**config.mk**
```make
export PLATFORM = sky130hd
export DESIGN_NAME = crtc_timing
export DESIGN_NICKNAME = d
export VERILOG_FILES = /design/src/rtl/crtc_pkg.sv /design/src/rtl/crtc_regs.sv /design/src/rtl/crtc_ctrl.sv /design/src/rtl/crtc_datapath.sv /design/src/rtl/crtc_timing.sv
export SDC_FILE = /design/constraint.sdc
export NUM_CORES = 1
export LEC_CHECK = 0
export CAP_MARGIN = 15
export CORE_MARGIN = 2
export CORE_UTILIZATION = 30
export CTS_CLUSTER_DIAMETER = 80
export CTS_CLUSTER_SIZE = 10
export DETAILED_ROUTE_END_ITERATION = 6
export PLACE_DENSITY = 0.56
export SLEW_MARGIN = 20
export SYNTH_ARGS = -nofsm -noshare
export SYNTH_HDL_FRONTEND = slang
export SYNTH_SLANG_ARGS = --single-unit
```
**constraint.sdc**
```tcl
create_clock -name clk -period 9.27 [get_ports clk]
set_input_delay 1.854 -clock clk [delete_from_list [all_inputs] [get_ports clk]]
set_output_delay 1.854 -clock clk [all_outputs]
set_load 0.02 [all_outputs]
```
**src/rtl/crtc_pkg.sv**
```systemverilog
package crtc_pkg;
  localparam int CNT_W     = 16;
  localparam int REG_W     = 2 * CNT_W;
  localparam int NUM_TREG  = 5;
  localparam int CTRL_ADDR = 5;

  // timing register indices
  localparam int IDX_SIZE  = 0;
  localparam int IDX_DEND  = 1;
  localparam int IDX_HRET  = 2;
  localparam int IDX_HSYNC = 3;
  localparam int IDX_VSYNC = 4;

  typedef logic [CNT_W-1:0] cnt_t;

  typedef struct packed {
    cnt_t hTotal;
    cnt_t vTotal;
    cnt_t hDispEnd;
    cnt_t vDispEnd;
    cnt_t hRetStart;
    cnt_t hRetEnd;
    cnt_t hSyncStart;
    cnt_t hSyncEnd;
    cnt_t vSyncStart;
    cnt_t vSyncEnd;
  } timing_t;

  typedef struct packed {
    logic count;
    logic clear;
  } ctrlStrobe_t;
endpackage

```
**src/rtl/crtc_regs.sv**
```systemverilog
module crtc_regs
  import crtc_pkg::*;
#(
  parameter int ADDR_W = 3
) (
  input  logic              clk,
  input  logic              rstN,
  input  logic              wrEn,
  input  logic [ADDR_W-1:0] wrAddr,
  input  logic [REG_W-1:0]  wrData,
  output timing_t           timing
);
  logic [NUM_TREG-1:0][REG_W-1:0] bank;

  always_ff @(posedge clk or negedge rstN) begin
    if (!rstN) begin
      bank <= '0;
    end else if (wrEn) begin
      for (int i = 0; i < NUM_TREG; i++) begin
        if (wrAddr == ADDR_W'(i)) bank[i] <= wrData;
      end
    end
  end

  always_comb begin
    timing.hTotal     = bank[IDX_SIZE][CNT_W-1:0];
    timing.vTotal     = bank[IDX_SIZE][REG_W-1:CNT_W];
    timing.hDispEnd   = bank[IDX_DEND][CNT_W-1:0];
    timing.vDispEnd   = bank[IDX_DEND][REG_W-1:CNT_W];
    timing.hRetStart  = bank[IDX_HRET][CNT_W-1:0];
    timing.hRetEnd    = bank[IDX_HRET][REG_W-1:CNT_W];
    timing.hSyncStart = bank[IDX_HSYNC][CNT_W-1:0];
    timing.hSyncEnd   = bank[IDX_HSYNC][REG_W-1:CNT_W];
    timing.vSyncStart = bank[IDX_VSYNC][CNT_W-1:0];
    timing.vSyncEnd   = bank[IDX_VSYNC][REG_W-1:CNT_W];
  end
endmodule

```
**src/rtl/crtc_ctrl.sv**
```systemverilog
module crtc_ctrl
  import crtc_pkg::*;
#(
  parameter int ADDR_W = 3
) (
  input  logic              clk,
  input  logic              rstN,
  input  logic              wrEn,
  input  logic [ADDR_W-1:0] wrAddr,
  input  logic [1:0]        wrBits,
  input  logic              frameEnd,
  output ctrlStrobe_t       strobe,
  output logic              videoEn,
  output logic              singleMode
);
  logic ctrlHit;
  assign ctrlHit = wrEn && (wrAddr == ADDR_W'(CTRL_ADDR));

  always_ff @(posedge clk or negedge rstN) begin
    if (!rstN) begin
      videoEn    <= 1'b0;
      singleMode <= 1'b0;
    end else if (ctrlHit) begin
      videoEn    <= wrBits[0];
      singleMode <= wrBits[1];
    end else if (singleMode && frameEnd) begin
      videoEn <= 1'b0;
    end
  end

  always_comb begin
    strobe.count = videoEn;
    strobe.clear = !videoEn;
  end
endmodule

```
**src/rtl/crtc_datapath.sv**
```systemverilog
module crtc_datapath
  import crtc_pkg::*;
(
  input  logic        clk,
  input  logic        rstN,
  input  ctrlStrobe_t strobe,
  input  timing_t     timing,
  output cnt_t        pixCount,
  output cnt_t        lineCount,
  output logic        dataEn,
  output logic        hSync,
  output logic        vSync,
  output logic        hRetrace,
  output logic        vRetrace,
  output logic        frameEnd
);
  logic lastPix, lastLine;

  function automatic logic inWindow(cnt_t c, cnt_t s, cnt_t e);
    return (c >= s) && (c < e);
  endfunction

  assign lastPix  = (pixCount  == cnt_t'(timing.hTotal - 1'b1));
  assign lastLine = (lineCount == cnt_t'(timing.vTotal - 1'b1));

  always_ff @(posedge clk or negedge rstN) begin
    if (!rstN) begin
      pixCount  <= '0;
      lineCount <= '0;
    end else if (strobe.clear) begin
      pixCount  <= '0;
      lineCount <= '0;
    end else if (strobe.count) begin
      if (lastPix) begin
        pixCount  <= '0;
        lineCount <= lastLine ? '0 : cnt_t'(lineCount + 1'b1);
      end else begin
        pixCount <= cnt_t'(pixCount + 1'b1);
      end
    end
  end

  always_comb begin
    dataEn   = strobe.count && (pixCount < timing.hDispEnd) && (lineCount < timing.vDispEnd);
    hSync    = strobe.count && inWindow(pixCount, timing.hSyncStart, timing.hSyncEnd);
    hRetrace = strobe.count && inWindow(pixCount, timing.hRetStart, timing.hRetEnd);
    vSync    = strobe.count && inWindow(lineCount, timing.vSyncStart, timing.vSyncEnd);
    vRetrace = strobe.count && (lineCount >= timing.vDispEnd);
    frameEnd = strobe.count && lastPix && lastLine;
  end
endmodule

```
**src/rtl/crtc_timing.sv**
```systemverilog
module crtc_timing
  import crtc_pkg::*;
#(
  parameter int ADDR_W = 3
) (
  input  logic              clk,
  input  logic              rstN,
  input  logic              wrEn,
  input  logic [ADDR_W-1:0] wrAddr,
  input  logic [REG_W-1:0]  wrData,
  output logic [CNT_W-1:0]  pixCount,
  output logic [CNT_W-1:0]  lineCount,
  output logic              dataEn,
  output logic              hSync,
  output logic              vSync,
  output logic              hRetrace,
  output logic              vRetrace,
  output logic              frameEnd,
  output logic              videoEn
);
  timing_t     timing;
  ctrlStrobe_t strobe;
  logic        singleMode;

  crtc_regs #(.ADDR_W(ADDR_W)) uRegs (
    .clk(clk), .rstN(rstN), .wrEn(wrEn), .wrAddr(wrAddr),
    .wrData(wrData), .timing(timing)
  );

  crtc_ctrl #(.ADDR_W(ADDR_W)) uCtrl (
    .clk(clk), .rstN(rstN), .wrEn(wrEn), .wrAddr(wrAddr),
    .wrBits(wrData[1:0]), .frameEnd(frameEnd), .strobe(strobe),
    .videoEn(videoEn), .singleMode(singleMode)
  );

  crtc_datapath uPath (
    .clk(clk), .rstN(rstN), .strobe(strobe), .timing(timing),
    .pixCount(pixCount), .lineCount(lineCount), .dataEn(dataEn),
    .hSync(hSync), .vSync(vSync), .hRetrace(hRetrace),
    .vRetrace(vRetrace), .frameEnd(frameEnd)
  );
endmodule

```
-- After elaboration in Yosys (flattened, before gate mapping)
Cells that the tools add are included.
- input port bits: 38
- output and inout bits: 39
- register bits after elaboration: 194
- word-level logic and storage cells: 57
- $add $sub $neg: 4
- reductions and logical operators: 20
- multiplexer cells: 7
- order comparisons: 9
- equality and inequality tests: 8
- operators with widths (kind ; count):
    $lt 16x16->1 ; 5
    $mux 16 ; 5
    $ge 16x16->1 ; 4
    $add 16x1->16 const B ; 2
    $eq 16x16->1 ; 2
    $sub 16x1->16 const B ; 2
    $logic_and 1x1->1 ; 13
    $reduce_and 2->1 ; 5
    $eq 3x2->1 const B ; 2
    $eq 3x3->1 const B ; 2
    $eq 3x1->1 const B ; 1
    $logic_not 3->1 ; 1
    $mux 1 ; 2
    $ne 2x1->1 const B ; 1
    $reduce_bool 2->1 ; 1

-- Depth between registers and ports, before layout
Gate-level depths: netlist of the first run.
- word-level depth: 7
- mapped depth: 13
- gate-level depth less buffers: 9

-- By module
Synthesis of the first run repeated with hierarchy kept, for this count alone.
- cell total of the unflattened synthesis: 1135
- area, all modules: 12231.7 um^2
- modules (own cells, without submodules) (module ; cells an instance ; times used ; seq. area each (um^2) ; area each (um^2)):
    crtc_datapath ; 784 ; 1 ; 800.8 ; 6075.8
    crtc_regs ; 343 ; 1 ; 4003.8 ; 6033.3
    crtc_ctrl ; 8 ; 1 ; 50.0 ; 122.6

-- Least setup slack after synthesis of the first run
Ideal clock, no wire load.
- path type: reg2out
- start point: register uRegs.bank, in the netlist uRegs.timing[144]
- end point: output port frameEnd
- path slack: 4.631 ns
- stages on the path, launching flop included: 11
- arrival time: 2.785 ns
- path buffers: 1
- path through: dfrtp_1 -> clkbuf_1 -> inv_1 -> ha_1 -> or3b_2 -> or4_1 -> a2111oi_0 -> and3_1 -> o2111ai_1 -> nor3_1 -> and3_1
- word-level cells in the longest chain between the ends: 4
- ends and longest elaborated chain (item ; line ; source):
    from (decl) ; crtc_regs.sv:13 ; logic [NUM_TREG-1:0][REG_W-1:0] bank;
    from (signal, indexed assignment) ; crtc_regs.sv:20 ; if (wrAddr == ADDR_W'(i)) bank[i] <= wrData;
    $sub 16x1->16 ; crtc_datapath.sv:23 ; assign lastPix = (pixCount == cnt_t'(timing.hTotal - 1'b1));
    $eq 16x16->1 ; crtc_datapath.sv:23 ;
    $logic_and 1x1->1 (2 in a row) ; crtc_datapath.sv:49 ; frameEnd = strobe.count && lastPix && lastLine;
    to (decl) ; crtc_timing.sv:18 ; output logic frameEnd,
Every way passes these cells.

-- Worst setup path after layout of the first run
Same ends and word-level chain as after synthesis.

==> key figures, run 1 <==
Status
  – Outcome: complete, no violations

Die
  – Rows: 73
  – Core box area: approximately 0.04 sq mm
  – Io pins: a little under 80
  – Initial core utilization: 0.3026
  – Die H: 203.7 um
  – Die area: 0.04151 sq mm
  – Chip Width: 203.7 um

Global routing
  – GR Layer Usage met2: 0.2790
  – Met1 Use GR: 0.2220
  – Met3 usage: 0.02653
  – GRT Residual Overflow: 0
  – Tot GR Track Use: 0.1655
  – Pin count of the biggest net entering global routing: 68
  – First-pass GRT wire length: 52640 um
  – Vias in the first global route: 9234
  – Busiest grt layer: met2
  – Initial antenna violation count: 0

Synthesis
  – Synthesis warning total: 0
  – Yosys top cell area share: 0.4056
  – Ys async rst share: 1.000
  – Mapped Area: 0.01197 sq mm
  – Area leader, netlist: dfrtp_1
  – Sequential fraction of the synthesis area: 0.4056
  – Top-count cell post-synth: dfrtp_1
  – Post-synth EDFFs: 0
  – FF+latch count, synth: 194
  – Post-synth top cells: dfrtp_1 (194), inv_1 (141), ha_1 (128)
  – Top cells by area, synth: dfrtp_1 (41%), ha_1 (13%), mux2_2 (6.3%)
  – Avg Cell Area, Syn: approximately 9.6 sq um
  – Mapped Nets: around 1400
  – Cells after synthesis: between 1000 and 1500
  – Ys flop type: dfrtp_1
  – Post-synth cell types: just under 70

Job
  – Max-Cap Viols: 0

Clock tree
  – Quantity of hold-fixing buffers added after cts: 0
  – # Post-CTS Setup Buffers: 0
  – Clock tree sinks: 194
  – CTS tree: yes
  – Total CTS buffers: 17
  – Clock-pin slew on the worst setup and hold paths: 0.08 ns
  – Clk root buf: clkbuf_16
  – Worst skew pair latency: 0.44 ns
  – CTS Buffer Depth: 2
  – H-Tree Depth: 4
  – Post-cts resize count: 0

STA
  – Tcrit/Tclk final: 0.6728
  – TNS Setup: 0 ns
  – Final count of hold timing violations: 0
  – Slew Limit Fails: 0
  – Setup-failing EPs final: 0
  – Fmax: 0.1603 GHz
  – Hold slack final: 0.4544 ns
  – Clock Skew: 0.01508 ns
  – Final Worst Setup Slack: 3.033 ns
  – Headroom to the max-slew limit: 0.4167
  – RSZ-0062 raised after global routing: no
  – Min Tclk post-route: between 6 and 7 ns
  – Worst Max-Slew Pin Slew: about 0.86 ns

Critical path
  – WP data required: about 7.4 ns
  – CP Launch Type: register
  – CP Cell Sequence: inv_1 > ha_1 > or3b_2 > or4_1 > a2111oi_0 > and3_1 > o2111ai_1 > nor3_1 > and3_1 > clkdlybuf4s50_1
  – Worst Setup End Kind: output port
  – CP bufs+invs: 2
  – Worst stage delay on the critical path: around 0.61 ns
  – Reg-to-Reg Start: uRegs.timing[128]$_DFFE_PN0P_
  – Arrival time of the worst setup path: roughly 4.4 ns
  – Slowest cell on crit path: clkdlybuf4s50_1
  – Crit-path most repeated cell: and3_1
  – Cell depth of the worst flop-to-flop path: 9
  – Reg-to-reg endpoint: uPath.lineCount[4]$_DFFE_PN0P_
  – Kind of critical path: register to output port
  – R2R setup slack: 5.13 ns
  – Crit path max fanout: 7
  – Critical path depth in cells: 10
  – CP delay by family, top: simple AND/OR/NAND/NOR gates

Placed design
  – # port buffers: 76
  – HPWL after DPL: 23670 um
  – Routability cong.: 0.8376
  – Post-Place Worst Slack: 3.635 ns

Hold path
  – Min-delay src: uCtrl.singleMode$_DFFE_PN0P_
  – Hold Path Stages: 1
  – Min-Delay Path Class: register to register
  – Worst Hold End: uCtrl.videoEn$_DFFE_PN0P_

Route
  – WL final: 33060 um
  – Residual DRC count: 0
  – Drt wl/cell: 18.01 um
  – Routed via count: 9140
  – DR iter-0 viols: between 500 and 600
  – Vias per inst: 4.978
  – First-pass DRT Iterations: 4
  – Post-route ant nets: 0

Power and ir drop
  – Leakage power: 0.006310 uW
  – PwrDens: 189.5 mW/mm^2
  – Worst vdd ir: between 0.1 and 0.15 mV
  – Final Total Pwr: around 2600 uW

Final layout
  – Area delta synth->final: 15.65%
  – Post-layout util: 0.3500
  – Layout cells sized above 1: 0.1000
  – Layout Nets: 1463
per-layer routing:
metal,vias up,part of all wire,wire length [um]
li1,4493,-,-
met1,4471,0.48,15770
met2,151,0.48,15890
met3,25,0.033,1084
met4,0,0.0096,316
met5,-,0,0
sequential cells by signal (all words and copies together) (netlist names):
register          count
uCtrl.singleMode      1
uCtrl.videoEn         1
uPath.lineCount      16
uPath.pixCount       16
uRegs.timing        160
worst max-delay path by stage:
stage / to / start / slack [ns]
5_1_grt: frameEnd / uRegs.timing[144]$_DFFE_PN0P_ / 2.88
3_5_place_dp: frameEnd / uRegs.timing[144]$_DFFE_PN0P_ / 3.63
2_1_floorplan: frameEnd / uRegs.timing[144]$_DFFE_PN0P_ / 4.63
4_1_cts: frameEnd / uRegs.timing[144]$_DFFE_PN0P_ / 3.13
3_3_place_gp: frameEnd / uRegs.timing[144]$_DFFE_PN0P_ / 3.63
6_report: frameEnd / uRegs.timing[144]$_DFFE_PN0P_ / 3.03
kinds of logic after synthesis:
logic type	synth area share
and+or+nand+nor	0.1421
AOI/OAI and AO/OA	0.1536
buffers and inverters	0.06367
DFF	0.4056
adders and majority gates	0.1338
muxes	0.06555
xor gates and xnor gates	0.03565
per-stage QoR:
step	cells	area (sq um)
2_1_floorplan	1247	11970
4_1_cts	1835	13830
3_5_place_dp	1803	13250
5_1_grt	1835	13840
3_3_place_gp	1803	13250
6_report	1836	13840
worst register-to-register path, stage by stage, from the launching register on:
cell and delay, ns:
dfrtp_1 0.44, inv_1 0.10, ha_1 0.32, or4b_2 0.64
nor4_1 0.30, a41o_1 0.29, a2bb2oi_1 0.19, nand4b_1 0.64
or3b_1 0.90, o211ai_1 0.20
layout by cell type (no fill, tap or decap), drive strengths merged, types with 14 or more instances in the layout:
cell type and instances:
dfrtp 194, inv 147, ha 128, nand2 120, o21ai 120, clkdlybuf4s50 75, mux2 67, nor2 49
a21o 35, xnor2 32, o211ai 32, a21oi 28, nor3 27, nand4 24, clkbuf 21, nand3 16
xor2 14
power by group:
group / switching (uW) / internal (uW) / total [uW]
Sequential: 137 / 1000 / 1140
Clock: 359 / 405 / 764
Combinational: 388 / 329 / 717
Total: 884 / 1740 / 2620
cell type report:
cell class	instances	area, sq um
antenna	1	2.502
clock buffer	20	436.7
clock inverter	12	146.4
fill	4029	25710
inverter	142	533.0
multi-input combinational	857	6379
sequential	194	4855
tap	525	656.9
timing repair buffer	85	832.0
(Power assumes the default switching activity.)
==> inputs of run 2 (changes only) <==
PLACE_DENSITY = 0.58   (was 0.56)
clock period = 5.7 ns   (was 9.27 ns; I/O delays follow)
==> key figures, run 2 (same netlist as run 1, synthesis figures left out) <==
Clock tree
  – Total CTS buffers: 17
  – Clock-pin slew on the worst setup and hold paths: 0.08 ns
  – CTS tree: yes
  – Clock tree sinks: a little under 200
  – H-Tree Depth: 4
  – Worst skew pair latency: 0.45 ns
  – Clk root buf: clkbuf_16
  – CTS Buffer Depth: 2

Route
  – First-pass DRT Iterations: 5
  – Vias per inst: 5.066
  – Routed via count: about 9300
  – Post-route ant nets: 0
  – Drt wl/cell: 17.87 um
  – Met3 Routed Length: 1285 um
  – WL final: 32850 um
  – DR iter-0 viols: approximately 520
  – Routed length on met1: 15580 um
  – Wire length on met2: 15460 um
  – Residual DRC count: 0
  – Top sig layer: met4

STA
  – Clock Skew: 0.01350 ns
  – Fmax: approximately 0.19 GHz
  – TNS Setup: 0 ns
  – Final count of hold timing violations: 0
  – Min Tclk post-route: 5.332 ns
  – Final Worst Setup Slack: 0.3678 ns
  – Setup-failing EPs final: 0
  – Hold slack final: 0.4477 ns
  – Headroom to the max-slew limit: 0.2376
  – Slew Limit Fails: 0
  – RSZ-0062 raised after global routing: no
  – Worst Max-Slew Pin Slew: 1.144 ns
  – Tcrit/Tclk final: 0.9355

Placed design
  – # port buffers: 76
  – HPWL after DPL: 23740 um
  – Post-Place Worst Slack: 0.7837 ns
  – Routability cong.: 0.8370

Global routing
  – GRT Residual Overflow: 0
  – Tot GR Track Use: 0.1658
  – Initial antenna violation count: 1
  – Pin count of the biggest net entering global routing: between 100 and 150
  – Vias in the first global route: 9413
  – First-pass GRT wire length: about 53000 um

Die
  – Core box area: 0.03955 sq mm
  – Initial core utilization: 0.3026
  – Die area: 0.04151 sq mm
  – Io pins: 77
  – Die H: 203.7 um
  – Chip Width: 203.7 um
  – Rows: 73

Critical path
  – Slowest cell on crit path: clkdlybuf4s50_1
  – Crit path max fanout: 10
  – Arrival time of the worst setup path: roughly 4.2 ns
  – Worst stage delay on the critical path: 0.68 ns
  – Worst Setup End Kind: output port
  – CP bufs+invs: 1
  – CP delay by family, top: compound AO/OA/AOI/OAI gates
  – CP Cell Sequence: ha_1 > a21o_1 > a21o_1 > a21oi_1 > nor2_1 > a211oi_1 > o311ai_0 > a21oi_1 > clkdlybuf4s50_1
  – WP data required: 4.56 ns
  – Kind of critical path: register to output port
  – CP Launch Type: register

Power and ir drop
  – Leakage power: 0.006325 uW
  – Clock power share: 0.281
  – PwrDens: around 310 mW/mm^2
  – P_int: 2763 uW
  – Comb power frac: 0.280
  – Net Sw Power: 1458 uW
  – Worst vdd ir: between 0.2 and 0.25 mV
  – Sequential share of power: 0.438
  – Sw Share: 0.3455

Final layout
  – Max FFs per register: 160
  – Area delta synth->final: 15.60%
  – Layout Nets: 1466
  – Layout cells sized above 1: 0.1043
  – Leading cell type in the layout, fill and taps excluded: dfrtp_1
  – Diode count: 0
  – Commonest non-fill, non-tap cells in the layout: dfrtp_1 (194), inv_1 (141), ha_1 (128), nand2_1 (120), o21ai_0 (119)

Job
  – Max-Cap Viols: 0

Hold path
  – Min-Delay Path Class: register to register

Status
  – Outcome: complete, no violations
run 2: worst reg2reg max path: stages (launching register included):
cell     delay [ns]
dfrtp_1        0.46
inv_1          0.11
ha_1           0.23
or3b_2         0.51
or4_4          0.46
mux2i_1        0.17
nor3_1         0.09
or3b_1         0.71
o21ai_2        1.03
o32ai_2        0.19
run 2: area by class of cell:
class	instances	area, sq um
Clock buffer	19	442.9
Clock inverter	13	116.4
Fill cell	3972	25710
Inverter	142	533.0
Multi-Input combinational cell	857	6376
Sequential cell	194	4855
Tap cell	525	656.9
Timing Repair Buffer	88	854.6
run 2: what timing repair did:
action                     4_1_cts  5_1_grt
setup buffers                    0        0
gates resized for setup          0        1
setup endpoints to repair        0        1
hold buffers                     0        0
run 2: metrics by stage:
stage / cell area, sq um / cells / util / total power [uW]
detailed placement: 13270 / 1806 / 0.3355 / 3065
CTS: 13830 / 1838 / 0.3497 / 4266
global placement: 13270 / 1806 / 0.3355 / 3021
floorplan: 11970 / 1247 / - / 2656
global route: 13830 / 1838 / 0.3498 / 4521
finish: 13830 / 1838 / 0.3498 / 4221
run 2: final timing paths:
kind | startpoint | to | slack [ns] | cells past startpoint
worst max-delay path | uPath.lineCount[9]$_DFFE_PN0P_ | dataEn | 0.37 | 9
worst max register to register | uRegs.timing[144]$_DFFE_PN0P_ | uPath.lineCount[15]$_DFFE_PN0P_ | 1.59 | 9
min in group asynchronous | rstN | uPath.lineCount[3]$_DFFE_PN0P_ | 0.78 | 1
max in group asynchronous | rstN | uRegs.timing[121]$_DFFE_PN0P_ | 3.71 | 2
worst min-delay path | uCtrl.singleMode$_DFFE_PN0P_ | uCtrl.videoEn$_DFFE_PN0P_ | 0.45 | 1
worst min register to register | uCtrl.singleMode$_DFFE_PN0P_ | uCtrl.videoEn$_DFFE_PN0P_ | 0.45 | 1
run 2: routing by layer:
layer,vias to the layer above,global-route usage
met5,-,0
met4,0,0.04380
met3,33,0.02301
met2,196,0.2727
met1,4575,0.2281
li1,4508,-
run 2: power groups by stage:
stage	clock network, uW	logic (uW)	registers [uW]
floorplan	0	858	1800
global placement	0	1160	1860
detailed placement	0	1190	1870
CTS	1220	1200	1850
global route	1280	1360	1890
finish	1190	1180	1850
